$ cat config.mk
export PLATFORM = sky130hd
export DESIGN_NAME = otp_byte_mem
export DESIGN_NICKNAME = d
export VERILOG_FILES = /design/src/rtl/otp_pkg.sv /design/src/rtl/otp_mode_dec.sv /design/src/rtl/otp_pulse_trk.sv /design/src/rtl/otp_array.sv /design/src/rtl/otp_byte_mem.sv
export SDC_FILE = /design/constraint.sdc
export NUM_CORES = 1
export LEC_CHECK = 0
export ABC_AREA = 1
export BUFFER_PORTS_ARGS = -buffer_cell sky130_fd_sc_hd__clkbuf_2
export CAP_MARGIN = 20
export CORE_MARGIN = 1.5
export CORE_UTILIZATION = 55
export DETAILED_ROUTE_END_ITERATION = 16
export HOLD_SLACK_MARGIN = 0.06
export MAX_ROUTING_LAYER = met4
export PLACE_DENSITY = 0.72
export SLEW_MARGIN = 20
export SYNTH_ARGS = -nofsm -noshare
export SYNTH_HDL_FRONTEND = slang
export SYNTH_SLANG_ARGS = --single-unit
export TNS_END_PERCENT = 50
$ cat constraint.sdc
create_clock -name clk -period 1.9 [get_ports clk]
set_input_delay 0.095 -clock clk [delete_from_list [all_inputs] [get_ports clk]]
set_output_delay 0.095 -clock clk [all_outputs]
set_load 0.005 [all_outputs]
$ cat src/rtl/otp_pkg.sv
package otp_pkg;
  typedef enum logic [2:0] {
    M_STANDBY, M_READ, M_OUTDIS, M_IDENT, M_PROG, M_VERIFY, M_INHIBIT
  } otp_mode_e;
  localparam logic [7:0] MFG_CODE = 8'h8F;
  localparam logic [7:0] DEV_CODE = 8'h85;
endpackage

$ cat src/rtl/otp_mode_dec.sv
module otp_mode_dec
  import otp_pkg::*;
(
  input  logic      cs_n,
  input  logic      rd_n,
  input  logic      vprog,
  input  logic      idmode,
  output otp_mode_e mode,
  output logic      drive,
  output logic      sel_id
);
  always_comb begin
    if (vprog) begin
      if (cs_n)      mode = M_INHIBIT;
      else if (rd_n) mode = M_PROG;
      else           mode = M_VERIFY;
    end else begin
      if (cs_n)        mode = M_STANDBY;
      else if (rd_n)   mode = M_OUTDIS;
      else if (idmode) mode = M_IDENT;
      else             mode = M_READ;
    end
  end

  assign drive  = (mode == M_READ) || (mode == M_VERIFY) || (mode == M_IDENT);
  assign sel_id = (mode == M_IDENT);
endmodule

$ cat src/rtl/otp_pulse_trk.sv
module otp_pulse_trk
  import otp_pkg::*;
#(
  parameter int AW        = 4,
  parameter int MAX_PULSE = 8
) (
  input  logic          clk,
  input  logic          rst_n,
  input  otp_mode_e     mode,
  input  logic          cs_n,
  input  logic          vprog,
  input  logic [AW-1:0] addr,
  input  logic [7:0]    din,
  output logic          commit,
  output logic [AW-1:0] waddr,
  output logic [7:0]    wdata
);
  localparam int CW = $clog2(MAX_PULSE + 2);
  localparam logic [CW-1:0] CNT_MAX = CW'(MAX_PULSE);
  localparam logic [CW-1:0] CNT_SAT = CW'(MAX_PULSE + 1);

  logic          act_q, act_d;
  logic [CW-1:0] cnt_q, cnt_d;
  logic [AW-1:0] a_q, a_d;
  logic [7:0]    d_q, d_d;
  logic          cap_en;

  assign cap_en = (mode == M_PROG);

  always_comb begin
    act_d = 1'b0;
    cnt_d = '0;
    a_d   = a_q;
    d_d   = d_q;
    if (cap_en) begin
      act_d = 1'b1;
      cnt_d = (cnt_q == CNT_SAT) ? CNT_SAT : cnt_q + 1'b1;
      a_d   = addr;
      d_d   = din;
    end
  end

  always_ff @(posedge clk or negedge rst_n) begin
    if (!rst_n) begin
      act_q <= 1'b0;
      cnt_q <= '0;
      a_q   <= '0;
      d_q   <= '0;
    end else begin
      act_q <= act_d;
      cnt_q <= cnt_d;
      a_q   <= a_d;
      d_q   <= d_d;
    end
  end

  assign commit = act_q && cs_n && vprog && (cnt_q <= CNT_MAX);
  assign waddr  = a_q;
  assign wdata  = d_q;

  p_commit_after_pulse_r5: assert property (@(posedge clk) disable iff (!rst_n)
    commit |-> $past(!cs_n && vprog));
  p_long_pulse_dropped_r9: assert property (@(posedge clk) disable iff (!rst_n)
    commit |-> (cnt_q != CNT_SAT));
endmodule

$ cat src/rtl/otp_array.sv
module otp_array #(
  parameter int AW = 4
) (
  input  logic          clk,
  input  logic          rst_n,
  input  logic          wipe,
  input  logic          wr_en,
  input  logic [AW-1:0] waddr,
  input  logic [7:0]    wdata,
  input  logic [AW-1:0] raddr,
  output logic [7:0]    rdata
);
  localparam int DEPTH = 1 << AW;

  logic [7:0] mem_q [DEPTH];

  for (genvar i = 0; i < DEPTH; i++) begin : g_cell
    logic cell_we;
    assign cell_we = wr_en && (waddr == AW'(i));
    always_ff @(posedge clk) begin
      if (wipe)         mem_q[i] <= 8'hFF;
      else if (cell_we) mem_q[i] <= mem_q[i] & wdata;
    end
  end

  assign rdata = mem_q[raddr];

  p_clear_only_r4: assert property (@(posedge clk) disable iff (!rst_n)
    (wr_en && !wipe) |=> ((mem_q[$past(waddr)] & ~$past(mem_q[waddr])) == 8'h00));
  p_wipe_all_ones_r12: assert property (@(posedge clk) disable iff (!rst_n)
    wipe |=> (rdata == 8'hFF));
endmodule

$ cat src/rtl/otp_byte_mem.sv
module otp_byte_mem
  import otp_pkg::*;
#(
  parameter int AW        = 4,
  parameter int MAX_PULSE = 8
) (
  input  logic          clk,
  input  logic          rst_n,
  input  logic          wipe,
  input  logic [AW-1:0] addr,
  input  logic [7:0]    dq_i,
  output logic [7:0]    dq_o,
  output logic          dq_oe,
  input  logic          cs_n,
  input  logic          rd_n,
  input  logic          vprog,
  input  logic          idmode
);
  logic          rs_q1, rs_q2;
  otp_mode_e     mode;
  logic          drive, sel_id, commit;
  logic [AW-1:0] waddr;
  logic [7:0]    wdata, rdata;

  always_ff @(posedge clk or negedge rst_n) begin
    if (!rst_n) begin
      rs_q1 <= 1'b0;
      rs_q2 <= 1'b0;
    end else begin
      rs_q1 <= 1'b1;
      rs_q2 <= rs_q1;
    end
  end

  otp_mode_dec u_dec (
    .cs_n(cs_n), .rd_n(rd_n), .vprog(vprog), .idmode(idmode),
    .mode(mode), .drive(drive), .sel_id(sel_id)
  );

  otp_pulse_trk #(.AW(AW), .MAX_PULSE(MAX_PULSE)) u_trk (
    .clk(clk), .rst_n(rs_q2), .mode(mode), .cs_n(cs_n), .vprog(vprog),
    .addr(addr), .din(dq_i), .commit(commit), .waddr(waddr), .wdata(wdata)
  );

  otp_array #(.AW(AW)) u_arr (
    .clk(clk), .rst_n(rs_q2), .wipe(wipe), .wr_en(commit),
    .waddr(waddr), .wdata(wdata), .raddr(addr), .rdata(rdata)
  );

  assign dq_oe = drive;
  assign dq_o  = sel_id ? (addr[0] ? DEV_CODE : MFG_CODE) : rdata;

  p_standby_quiet_r2: assert property (@(posedge clk) disable iff (!rs_q2)
    (cs_n && !vprog) |-> !dq_oe);
  p_outdis_quiet_r3: assert property (@(posedge clk) disable iff (!rs_q2)
    (!cs_n && rd_n && !vprog) |-> !dq_oe);
  p_bus_free_prog_r10: assert property (@(posedge clk) disable iff (!rs_q2)
    (vprog && rd_n) |-> !dq_oe);
  p_ident_code_r8: assert property (@(posedge clk) disable iff (!rs_q2)
    (!vprog && idmode && !cs_n && !rd_n) |-> (dq_o == 8'h8F || dq_o == 8'h85));
endmodule

==> results of run 1 <==
==> cells in the mapped netlist (all sizes together) <==
cell type	number	area (sq um)
a21oi	29	149
buf	17	91.3
clkbuf	24	90.1
conb	1	3.75
dfrtp	19	475
edfxtp	128	3840
inv	51	191
mux2	3	33.8
nand2	318	1190
nand3	70	368
nand3b	1	7.51
nor2	41	171
nor3	10	151
nor3b	1	12.5
o211ai	6	45.0
o21ai	79	395
==> layout make-up <==
cell class | count | share of cell area
multi-input combinational | 559 | 0.303
tap | 172 | 0.0257
sequential | 147 | 0.515
timing repair buffer | 75 | 0.0661
clock inverter | 14 | 0.0158
clock buffer | 18 | 0.0512
inverter | 51 | 0.0228
==> what timing repair did <==
item	CTS	global route
endpoints found under the setup margin	0	55
gates resized for setup	0	6
hold buffers	12	0
hold endpoints to repair	15	0
buffers inserted	0	3
==> critical path, cell delays in order, from the launching register on <==
cell and delay [ns]:
dfrtp_1 0.39, nand3b_1 0.18, a21oi_2 0.22, buf_6 0.17, nand3_4 0.13, buf_4 0.18, nor3_4 0.24, nand2_1 0.10
==> through the flow <==
| step | hold WS [ns] | setup TNS, ns | cell area [sq um] | util | power, mW |
|---|---|---|---|---|---|
| 2_1_floorplan | -0.201 | -3.93 | 7220 | - | 4.25 |
| 3_3_place_gp | -0.118 | 0 | 7650 | 0.601 | 4.64 |
| 6_report | 0.0760 | 0 | 8380 | 0.659 | 7.82 |
| 4_1_cts | 0.0622 | 0 | 8330 | 0.655 | 7.81 |
| 3_5_place_dp | -0.116 | 0 | 7650 | 0.601 | 4.65 |
| 5_1_grt | 0.133 | -1.13 | 8380 | 0.659 | 8.06 |
==> cells by family after synthesis <==
family                 count (synthesis)  share of synthesized area
and+or+nand+nor                      441                      0.264
DFF                                  147                      0.598
AOI/OAI and AO/OA                    114                     0.0816
buffers and inverters                 92                     0.0516
muxes                                  3                    0.00468
other                                  1                   0.000519
==> flip-flops by register name, indices dropped and copies added (netlist names) <==
register	flops
rs_q1	1
rs_q2	1
u_arr.mem_q	128
u_trk.act_q	1
u_trk.cnt_q	4
u_trk.waddr	4
u_trk.wdata	8
==> layer usage <==
metal | vias up | global-route usage | share of wire
met3 | 59 | 0.0644 | 0.093
met2 | 324 | 0.469 | 0.47
met4 | 0 | 0.127 | 0.032
met1 | 2762 | 0.386 | 0.40
met5 | - | - | 0
li1 | 2775 | - | -
==> power breakdown <==
part / internal, mW / leakage, nW / total, mW / switching (mW)
logic: 0.286 / 1.87 / 1.01 / 0.729
clock network: 1.82 / 0.269 / 3.18 / 1.36
registers: 3.55 / 1.10 / 3.63 / 0.0787
total: 5.65 / 3.24 / 7.82 / 2.17
==> how the worst max path moves through the flow <==
stage,endpoint,slack (ns),startpoint,cells after the start
3_3_place_gp,u_arr.mem_q[3][6],0.16,u_trk.cnt_q[1],6
6_report,u_arr.mem_q[7][3],0.03,u_trk.cnt_q[1],7
5_1_grt,u_arr.mem_q[7][7],-0.07,u_trk.cnt_q[1],7
4_1_cts,u_arr.mem_q[10][2],0.08,u_trk.cnt_q[1],6
2_1_floorplan,u_arr.mem_q[13][0],-0.08,u_trk.cnt_q[1],4
3_5_place_dp,u_arr.mem_q[10][7],0.11,u_trk.cnt_q[1],6
==> summary.txt, run 1 <==
Reg2reg start -> u_trk.cnt_q[1]
Crit path kind -> flop to flop
Num CTS Buffers -> 17
P_leak -> 3.24 nW
Crit path arrival time -> 2.03 ns
Die width -> 118 um
Max IR drop VDD -> 0.537 mV
Vert. Die Dim -> 118 um
Post-Place Cells -> 989
RR Endpoint -> u_arr.mem_q[7][3]
Die area -> 13,800 sq um
Detail Placement HPWL -> 13,100 um
# fillers -> 1,069
Filler-free cell count of the finished design -> 1,036
Layout area overhead -> 16.1%
Worst slew pin tran -> 1.00 ns
Cell variety after synth -> 25
F_max -> 536 MHz
Syn Inst Count -> 798
Num rows -> 41
Avg Inst Size Synth -> 9.05 sq um
Buffers on Ports -> 27
Worst Hold Class -> input port to flop
Hold depth -> 3
WL final -> 19,300 um
Share of cells above drive strength 1 -> 0.140
Initial Util -> 0.568
Fin Clk Skew -> 0.00605 ns
Clock Path Buffers -> 2
Gpl congestion -> 0.913
Sequential share of the synthesized area -> 0.598
Root buffer cell -> clkbuf_16
Commonest non-fill, non-tap cell in the layout -> nand2_1
Gr usage total -> 0.301
Max FO, Critical Path -> 8
Worst R2R Path Depth -> 7
Hold Path End -> u_trk.waddr[3]
Register clock-pin slew on the reported worst setup and hold paths -> 0.06 ns
Worst-Skew Late Latency -> 0.43 ns
Fin. Hold Viols -> 0
Worst EP required -> 2.06 ns
# nets final -> 870
Most frequent cells in the layout -> nand2_1, edfxtp_1, nand3_1
Power per cell area -> 933 nW/um^2
Area taken by multi-input logic gates -> 2540 sq um
Core footprint -> 12,700 sq um
CP startpoint kind -> flop
H-tree depth -> 4
Synth warn -> 0
Tmin final -> 1.87 ns
Flops & latches, synth -> 147
Max-slew violations -> 0
Syn_nets -> 817
Pin count of the biggest net entering global routing -> 47
Initial antenna violation count -> 0
Final WS setup -> 0.0330 ns
Clock Sinks -> 147
Via count -> 5,920
Run status -> complete, no violations
Wire per inst -> 18.6 um
Synth Cell Area -> 7220 sq um
CP Capture Type -> flop
Relative slew slack -> 0.331
Critical hold path startpoint -> addr[3]
Max cap viols -> 0
Remaining DRCs -> 0
Router iterations before antenna repair -> 9
Initial DRC count -> 660
Final Setup Violations -> 0
Antenna viol nets, final -> 0
Unrepaired setup endpoints after global routing -> true
ANT cells -> 0
Register area -> 4320 sq um
Vias in the first global route -> 5,771
First-pass GRT wire length -> 30,600 um
FF-to-FF setup slack -> 0.03 ns
Top Ports -> 28
Vias per cell -> 5.71
Post-place setup slack -> 0.112 ns
Final Cycle Share -> 0.983
Total gr overflow -> 0
CTS tree -> done
Note: power is estimated with default switching activity, not from simulation.
==> inputs of run 2 (changes only) <==
--- a/config.mk
+++ b/config.mk
@@ -10,6 +10,7 @@
 export CAP_MARGIN = 20
 export CORE_MARGIN = 1.5
 export CORE_UTILIZATION = 55
+export CTS_BUF_LIST = sky130_fd_sc_hd__clkbuf_8
 export DETAILED_ROUTE_END_ITERATION = 16
 export HOLD_SLACK_MARGIN = 0.06
 export MAX_ROUTING_LAYER = met4
==> summary.txt, run 2 (synthesis gave the netlist of run 1 again) <==
Run status -> complete, no violations
Area taken by multi-input logic gates -> 2530 sq um (-0.39%)
Via count -> 5,906 (-0.24%)
Vias per cell -> 5.71 (about the same)
Critical hold path startpoint -> addr[2]
Initial Util -> 0.568 (unchanged)
Power share of the clock group -> 0.332 (-0.074)
Initial antenna violation count -> 0 (unchanged)
Fin Clk Skew -> 0.0120 ns (+0.00591 ns)
Top Ports -> 28 (unchanged)
Num CTS Buffers -> 17 (unchanged)
Router iterations before antenna repair -> 6 (-3)
Max IR drop VDD -> 0.505 mV (-5.9%)
Max FO, Critical Path -> 2 (-6)
Num rows -> 41 (unchanged)
Internal Pwr Total -> 4.87 mW (-14%)
Commonest non-fill, non-tap cell in the layout -> nand2_1
CP startpoint kind -> flop
Most frequent cells in the layout -> nand2_1, edfxtp_1, nand3_1
Antenna viol nets, final -> 0 (unchanged)
Initial DRC count -> 652 (-1.2%)
P_leak -> 3.15 nW (-3.0%)
Clock Sinks -> 147 (unchanged)
Root buffer cell -> clkbuf_8
Remaining DRCs -> 0 (unchanged)
Relative slew slack -> 0.342 (+0.0107)
Combinational power share -> 0.145 (+0.015)
Layout area overhead -> 12.9%
Gpl congestion -> 0.913 (unchanged)
Buffers on Ports -> 27 (unchanged)
# nets final -> 868 (-0.23%)
Fin. Hold Viols -> 0 (unchanged)
First-pass GRT wire length -> 30,100 um (-1.8%)
Worst Hold Class -> input port to flop
Final Setup Violations -> 0 (unchanged)
Reg power frac -> 0.522 (+0.058)
Register area -> 4320 sq um (unchanged)
Crit path arrival time -> 1.70 ns (-0.33 ns)
Share of cells above drive strength 1 -> 0.137 (-0.00316)
# fillers -> 1,096 (+2.5%)
RR Endpoint -> u_arr.mem_q[1][4]
Switching part of the total -> 0.297 (+0.0199)
F_max -> 558 MHz (+4.2%)
Clock Path Buffers -> 2 (unchanged)
Worst EP required -> 1.80 ns (-0.26 ns)
Final core occ -> 0.641 (-0.0178)
Worst-Skew Late Latency -> 0.46 ns (+0.03 ns)
Largest register FFs -> 128 (unchanged)
Hold Path End -> u_trk.waddr[2]
Total gr overflow -> 0 (unchanged)
CTS tree -> done
Hold WS -> 0.119 ns (+0.0433 ns)
Core footprint -> 12,700 sq um (unchanged)
Pin count of the biggest net entering global routing -> 47 (unchanged)
WL final -> 19,100 um (-0.88%)
Worst R2R Path Depth -> 6 (-1)
Register clock-pin slew on the reported worst setup and hold paths -> 0.08 ns (+0.02 ns)
Vert. Die Dim -> 118 um (unchanged)
Gr usage total -> 0.298 (-0.00367)
CP Capture Type -> output port
Vias in the first global route -> 5,683 (-1.5%)
Crit path kind -> flop to output port
FF-to-FF setup slack -> 0.13 ns (+0.10 ns)
Hold depth -> 4 (+1)
Power per cell area -> 850 nW/um^2 (-8.9%)
Tmin final -> 1.79 ns (-0.0758 ns)
Detail Placement HPWL -> 13,100 um (unchanged)
Max cap viols -> 0 (unchanged)
ANT cells -> 0 (unchanged)
H-tree depth -> 4 (unchanged)
Unrepaired setup endpoints after global routing -> true
Net Switching -> 2.06 mW (-5.0%)
Wire per inst -> 18.5 um (-0.69%)
Die width -> 118 um (unchanged)
Largest register by flop count -> u_arr.mem_q
Worst slew pin tran -> 0.987 ns (-0.0161 ns)
Final Cycle Share -> 0.943 (-0.0399)
Max-slew violations -> 0 (unchanged)
Reg2reg start -> u_trk.cnt_q[1]
Die area -> 13,800 sq um (unchanged)
# Post-CTS Setup Buffers -> 0 (unchanged)
run 2: worst max-delay path: stages (launching register included):
cell      delay (ns)
edfxtp_1        0.37
inv_1           0.10
o21ai_0         0.11
a21oi_1         0.17
o21ai_0         0.12
nand3_1         0.11
nand3_1         0.12
clkbuf_2        0.14
run 2: per-layer routing:
layer	vias up	global-route usage	part of all wire	wire (um)
li1	2770	-	-	-
met1	2798	0.384	0.40	7660
met2	281	0.456	0.47	9020
met3	57	0.0664	0.095	1810
met4	0	0.130	0.033	624
met5	-	-	0	0
run 2: layout make-up:
class,instances,share of cell area
flip-flops and latches,147,0.530
multi-input cells,559,0.310
repair buffers,73,0.0649
clock buffers,17,0.0287
well taps,172,0.0264
inverters,51,0.0235
clock inverters,15,0.0167
run 2: how the worst max path moves through the flow:
stage	startpoint	depth (start not counted)	end	slack [ns]
after floorplan	u_trk.cnt_q[1]	4	u_arr.mem_q[13][0]	-0.08
after global placement	u_trk.cnt_q[1]	6	u_arr.mem_q[3][6]	0.16
after detailed placement	u_trk.cnt_q[1]	6	u_arr.mem_q[10][7]	0.11
after CTS	u_arr.mem_q[5][2]	7	dq_o[2]	0.09
after global routing	u_trk.cnt_q[1]	6	u_arr.mem_q[11][5]	-0.003
final	u_arr.mem_q[4][0]	7	dq_o[0]	0.11
run 2: power groups by stage:
stage	combinational (mW)	clock [mW]	sequential, mW
finish	1.01	2.31	3.62
global route	1.09	2.45	3.63
CTS	0.987	2.33	3.62
detailed placement	0.959	0	3.69
global placement	0.947	0	3.69
floorplan	0.600	0	3.65
run 2: through the flow:
stage	TNS (ns)	instances	instance area [sq um]	setup WS, ns	power [mW]
2_1_floorplan	-3.93	798	7220	-0.0834	4.25
3_3_place_gp	0	989	7650	0.159	4.64
3_5_place_dp	0	989	7650	0.112	4.65
4_1_cts	0	1034	8150	0.0876	6.93
5_1_grt	-0.00590	1034	8160	-0.00338	7.16
6_report	0	1034	8160	0.109	6.93
run 2: what timing repair did:
action,in CTS,in global routing
endpoints found under the setup margin,0,26
resized for setup,0,2
endpoints found under the hold margin,16,0
hold buffers,13,0
